$ cat src/rtl/hclip_pkg.sv
package hclip_pkg;
  localparam int DIM_W = 16;
  typedef logic [DIM_W-1:0] dim_t;

  typedef struct packed {
    logic bypass;
    dim_t wid_m1;
    dim_t hgt_m1;
    dim_t left;
    dim_t right;
  } clip_cfg_t;

  localparam logic [1:0] A_BYP  = 2'd0;
  localparam logic [1:0] A_SIZE = 2'd1;
  localparam logic [1:0] A_CLIP = 2'd2;
  localparam logic [1:0] A_FRZ  = 2'd3;

  localparam clip_cfg_t CFG_RST = '{bypass: 1'b1, default: '0};
endpackage

$ cat src/rtl/hclip_regs.sv
module hclip_regs
  import hclip_pkg::*;
(
  input  logic        clk,
  input  logic        rst_n,
  input  logic        we,
  input  logic [1:0]  addr,
  input  logic [31:0] wdata,
  input  logic        sof_now,
  input  logic        sof_take,
  output clip_cfg_t   cfg_eff
);
  clip_cfg_t shadow, active;
  logic      freeze;

  always_ff @(posedge clk) begin
    if (!rst_n) begin
      shadow <= CFG_RST;
      active <= CFG_RST;
      freeze <= 1'b0;
    end else begin
      if (we) begin
        case (addr)
          A_BYP:  shadow.bypass <= wdata[0];
          A_SIZE: begin
            shadow.wid_m1 <= wdata[31:16];
            shadow.hgt_m1 <= wdata[15:0];
          end
          A_CLIP: begin
            shadow.left  <= wdata[31:16];
            shadow.right <= wdata[15:0];
          end
          default: freeze <= wdata[0];
        endcase
      end
      if (sof_take && !freeze) active <= shadow;
    end
  end

  // The frame-start beat already sees the values it loads.
  always_comb cfg_eff = (sof_now && !freeze) ? shadow : active;
endmodule

$ cat src/rtl/hclip_window.sv
module hclip_window
  import hclip_pkg::*;
(
  input  logic      clk,
  input  logic      rst_n,
  input  clip_cfg_t cfg,
  input  logic      in_sof,
  input  logic      in_eol,
  input  logic      take,
  output logic      keep,
  output logic      last_hit,
  output logic      sof_mark,
  output dim_t      x_now
);
  dim_t xpos;
  dim_t last_x;
  logic pend_sof;

  always_comb begin
    x_now    = in_sof ? '0 : xpos;
    last_x   = cfg.wid_m1 - cfg.right - dim_t'(1);
    keep     = cfg.bypass | ((x_now >= cfg.left) && (x_now <= last_x));
    last_hit = cfg.bypass ? in_eol : (x_now == last_x);
    sof_mark = cfg.bypass ? in_sof : (in_sof | pend_sof);
  end

  always_ff @(posedge clk) begin
    if (!rst_n) begin
      xpos     <= '0;
      pend_sof <= 1'b0;
    end else if (take) begin
      xpos <= in_eol ? '0 : x_now + dim_t'(1);
      if (keep)        pend_sof <= 1'b0;
      else if (in_sof) pend_sof <= 1'b1;
    end
  end
endmodule

$ cat src/rtl/hclip_ostage.sv
module hclip_ostage #(
  parameter int PIX_W = 24
) (
  input  logic             clk,
  input  logic             rst_n,
  input  logic             ld,
  input  logic [PIX_W-1:0] d,
  input  logic             sof,
  input  logic             eol,
  input  logic             out_ready,
  output logic             out_valid,
  output logic [PIX_W-1:0] out_data,
  output logic             out_sof,
  output logic             out_eol,
  output logic             can_take
);
  always_comb can_take = !out_valid || out_ready;

  always_ff @(posedge clk) begin
    if (!rst_n) begin
      out_valid <= 1'b0;
      out_data  <= '0;
      out_sof   <= 1'b0;
      out_eol   <= 1'b0;
    end else if (can_take) begin
      out_valid <= ld;
      if (ld) begin
        out_data <= d;
        out_sof  <= sof;
        out_eol  <= eol;
      end
    end
  end
endmodule

$ cat src/rtl/hclip_top.sv
module hclip_top
  import hclip_pkg::*;
#(
  parameter int PIX_W = 24
) (
  input  logic             clk,
  input  logic             rst_n,
  input  logic             cfg_we,
  input  logic [1:0]       cfg_addr,
  input  logic [31:0]      cfg_wdata,
  input  logic             in_valid,
  output logic             in_ready,
  input  logic [PIX_W-1:0] in_data,
  input  logic             in_sof,
  input  logic             in_eol,
  output logic             out_valid,
  input  logic             out_ready,
  output logic [PIX_W-1:0] out_data,
  output logic             out_sof,
  output logic             out_eol
);
  clip_cfg_t cfg_eff;
  logic      keep, last_hit, sof_mark, can_take, take;
  dim_t      x_now;

  assign in_ready = !keep || can_take;
  assign take     = in_valid && in_ready;

  hclip_regs u_regs (
    .clk(clk), .rst_n(rst_n), .we(cfg_we), .addr(cfg_addr), .wdata(cfg_wdata),
    .sof_now(in_sof), .sof_take(take && in_sof), .cfg_eff(cfg_eff)
  );

  hclip_window u_win (
    .clk(clk), .rst_n(rst_n), .cfg(cfg_eff), .in_sof(in_sof), .in_eol(in_eol),
    .take(take), .keep(keep), .last_hit(last_hit), .sof_mark(sof_mark),
    .x_now(x_now)
  );

  hclip_ostage #(.PIX_W(PIX_W)) u_out (
    .clk(clk), .rst_n(rst_n), .ld(in_valid && keep), .d(in_data),
    .sof(sof_mark), .eol(last_hit), .out_ready(out_ready),
    .out_valid(out_valid), .out_data(out_data), .out_sof(out_sof),
    .out_eol(out_eol), .can_take(can_take)
  );
endmodule

$ cat config.mk
export PLATFORM = sky130hd
export DESIGN_NAME = hclip_top
export DESIGN_NICKNAME = d
export VERILOG_FILES = /design/src/rtl/hclip_pkg.sv /design/src/rtl/hclip_regs.sv /design/src/rtl/hclip_window.sv /design/src/rtl/hclip_ostage.sv /design/src/rtl/hclip_top.sv
export SDC_FILE = /design/constraint.sdc
export NUM_CORES = 1
export LEC_CHECK = 0
export ABC_AREA = 1
export ABC_CLOCK_PERIOD_IN_PS = 5870
export BUFFER_PORTS_ARGS = -buffer_cell sky130_fd_sc_hd__buf_2
export CAP_MARGIN = 20
export CORE_MARGIN = 2
export CORE_UTILIZATION = 60
export CTS_BUF_LIST = sky130_fd_sc_hd__clkbuf_8
export DETAILED_ROUTE_END_ITERATION = 8
export PLACE_DENSITY = 0.81
export SLEW_MARGIN = 20
export SYNTH_ARGS = -nofsm -noshare
export SYNTH_HDL_FRONTEND = slang
export SYNTH_HIERARCHICAL = 1
export SYNTH_SLANG_ARGS = --single-unit
$ cat constraint.sdc
create_clock -name clk -period 5.87 [get_ports clk]
set_clock_uncertainty 0.1 [all_clocks]
set_input_delay 0.587 -clock clk [delete_from_list [all_inputs] [get_ports clk]]
set_output_delay 0.587 -clock clk [all_outputs]
set_load 0.05 [all_outputs]
==> results.py <==
metrics = {
    "timing": {
        "tns_ns": 0,
        "report.final.slew_viol_count": 0,
        "tightest_slew_ns": 0.812,
        "slew_headroom_pct": 45.9,
        "max_freq_ghz": 0.199,
        "hold_viol_final": 0,
        "grt_setup_unrepaired": "no",
        "period_needed_ns": 5.02,
        "setup_violations": 0,
        "period_share_pct": 85.6,
    },
    "power": {
        "power_frac_seq_pct": 44.3,
        "p_int_mw": 1.59,
        "power.density_nw_per_um2": 267,
        "finalPower_mw": 2.41,
        "p_sw_mw": 0.816,
        "vdd_drop_max_v": 0.000200,
        "clkPwrFrac_pct": 30.0,
        "p_leak_nw": 4.54,
        "switching_share_pct": 33.9,
        "combPwrFrac_pct": 25.7,
    },
    "worst_hold_path": {
        "hold_class": "in -> reg",
        "holdPathEnd": "u_regs/shadow[11]",
        "min_from": "cfg_wdata[11]",
        "hold_path_depth": 3,
    },
    "critical_path": {
        "critPathArrivalTime_ns": 4.34,
        "criticalPathCategory": "reg -> out",
        "critPathRequiredTime_ns": 5.18,
        "r2r-end": "u_win/xpos[7]",
        "path_max_fanout": 36,
        "end_kind": "output pin",
        "crit_chain": "inv_2 -> nand2_2 -> o21ai_0 -> ha_1 -> inv_1 -> fa_1 -> nand3b_1 -> nand2_1 -> a21boi_1 -> nor3_1 -> nor2_1 -> xor2_1 -> ha_1 -> nand3_1 -> nor2_1 -> nand2_1 -> nor2_1 -> a21oi_1 -> nand2_1 -> nand2_1 -> inv_1 -> nand2_2 -> buf_2",
        "slowest_stage": "fa_1",
        "critPathMostFrequentCell": "nand2_1",
        "timing.rr.start": "u_regs/freeze",
        "worstRegToRegCells": 29,
        "slowest_delay_ns": 0.41,
        "cp-start-kind": "flop",
        "r2r_slack_ns": 0.86,
    },
    "detailed_routing": {
        "drc": 0,
        "via_per_inst": 5.08,
        "finalWirelength_mm": 18.8,
        "drtPass1Iterations": 5,
        "drt_iter0_markers": 686,
        "postRouteAntennaNets": 0,
        "post_drt_wl_per_cell_um": 12.4,
        "dr_total_vias": 7686,
    },
    "floorplanning": {
        "dieArea_um2": 14800,
        "die_w_um": 122,
        "ios": 93,
        "core_um2": 13700,
        "rows": 43,
        "die_h_um": 122,
        "initial_utilization_pct": 60.7,
    },
    "yosys": {
        "syn_inst": 1269,
        "syn-num-nets": 1383,
        "yosysWarnings": 6,
        "avgSynthCellArea_um2": 6.56,
        "syn_area_um2": 8330,
    },
    "placement": {
        "place_congestion": 0.948,
        "dp_hpwl_mm": 13.2,
        "placement.io_buffers": 92,
    },
    "clock_network": {
        "cts-hold-fix-buffers": 0,
        "cts_buffers": 17,
        "clkSinkCount": 143,
        "post_cts_resized": 0,
        "clk-insertion-delay-late_ns": 0.45,
        "cts.clk_slew.worst_paths_ns": 0.08,
        "cts_tree": "yes",
        "clock_path_buffers": 2,
        "cts_setup_buffers": 0,
        "cts_max_level": 4,
        "ctsRootBufferMaster": "clkbuf_8",
    },
    "global_route": {
        "grt_max_degree": 90,
        "grtUsageTotal_pct": 25.5,
        "grt_pass1_vias": 6648,
        "grt_pass1_wl_mm": 30.2,
        "antenna_found_initial": 0,
        "overflow": 0,
    },
    "job": {
        "max_cap_viol_count": 0,
    },
    "finish": {
        "final_common_cell": "nand2_1",
        "synthToLayoutAreaGrowth_pct": 8.32,
        "fin_nets": 1434,
        "antenna_cells": 0,
        "nFillCells": 1292,
        "final_cell_mix": "nand2_1 (280), nor2_1 (253), inv_1 (160)",
        "final_layout_size_suffix_gt1_share_pct": 12.2,
    },
    "run_status": {
        "outcome": "finished clean",
    },
}
power groups by stage:
stage	sequential (mW)	combinational, mW	clock (mW)
floorplan	1.16	0.412	0
global placement	1.09	0.598	0
detailed placement	1.09	0.610	0
CTS	1.07	0.614	0.735
global route	1.07	0.692	0.776
finish	1.07	0.618	0.722
how the worst max path moves through the flow:
| stage | startpoint | slack [ns] | cells past startpoint | endpoint |
|---|---|---|---|---|
| CTS | u_regs/freeze | 0.87 | 23 | in_ready |
| floorplan | in_sof | 1.27 | 31 | u_win/xpos[4] |
| detailed placement | in_sof | 0.74 | 30 | u_win/xpos[7] |
| global placement | in_sof | 0.90 | 30 | u_win/xpos[14] |
| global route | u_regs/freeze | 0.26 | 30 | u_win/xpos[2] |
| finish | u_regs/freeze | 0.85 | 23 | in_ready |
worst max-delay path, delay by kind of cell (launching register included):
| kind | cells | cell delay (ns) |
|---|---|---|
| adder cells (fa/ha/maj) | 3 | 0.90 |
| AO/OA/AOI/OAI | 3 | 0.59 |
| buffers and inverters | 4 | 0.54 |
| XOR/XNOR | 1 | 0.15 |
| AND/OR/NAND/NOR | 12 | 1.37 |
| flip-flops | 1 | 0.31 |
stage by stage:
stage               area [um^2]  cells  hold slack, ns  setup slack (ns)  utilization, %
global placement           8660   1481           0.353             0.904            63.2
finish                     9020   1512           0.252             0.847            65.8
global route               9020   1512           0.231             0.256            65.8
detailed placement         8660   1481           0.358             0.735            63.2
floorplan                  8330   1269           0.342              1.27               -
CTS                        9020   1512           0.228             0.873            65.8
state kept, by name, summed over array words and instances, names as in the netlist:
name,count
u_win/pend_sof,1
u_out/out_eol,1
u_out/out_valid,1
u_regs/freeze,1
u_win/xpos,16
u_regs/active,49
u_out/out_sof,1
u_regs/shadow,49
u_out/out_data,24
routing by layer:
metal | global-route usage [%] | wire (um) | up-vias
li1 | - | - | 4044
met4 | 8.98 | 397 | 0
met5 | 0 | 0 | -
met2 | 41.8 | 8640 | 181
met3 | 5.90 | 987 | 29
met1 | 33.0 | 8730 | 3432
cell type report:
type | count | area, um^2 | area share, %
Inverter | 164 | 621 | 6.88
Clock buffer | 19 | 262 | 2.90
Multi-Input combinational cell | 893 | 4410 | 48.9
Sequential cell | 143 | 2860 | 31.7
Tap cell | 180 | 225 | 2.50
Timing Repair Buffer | 101 | 543 | 6.02
Clock inverter | 12 | 96.3 | 1.07
(Power assumes the default switching activity.)
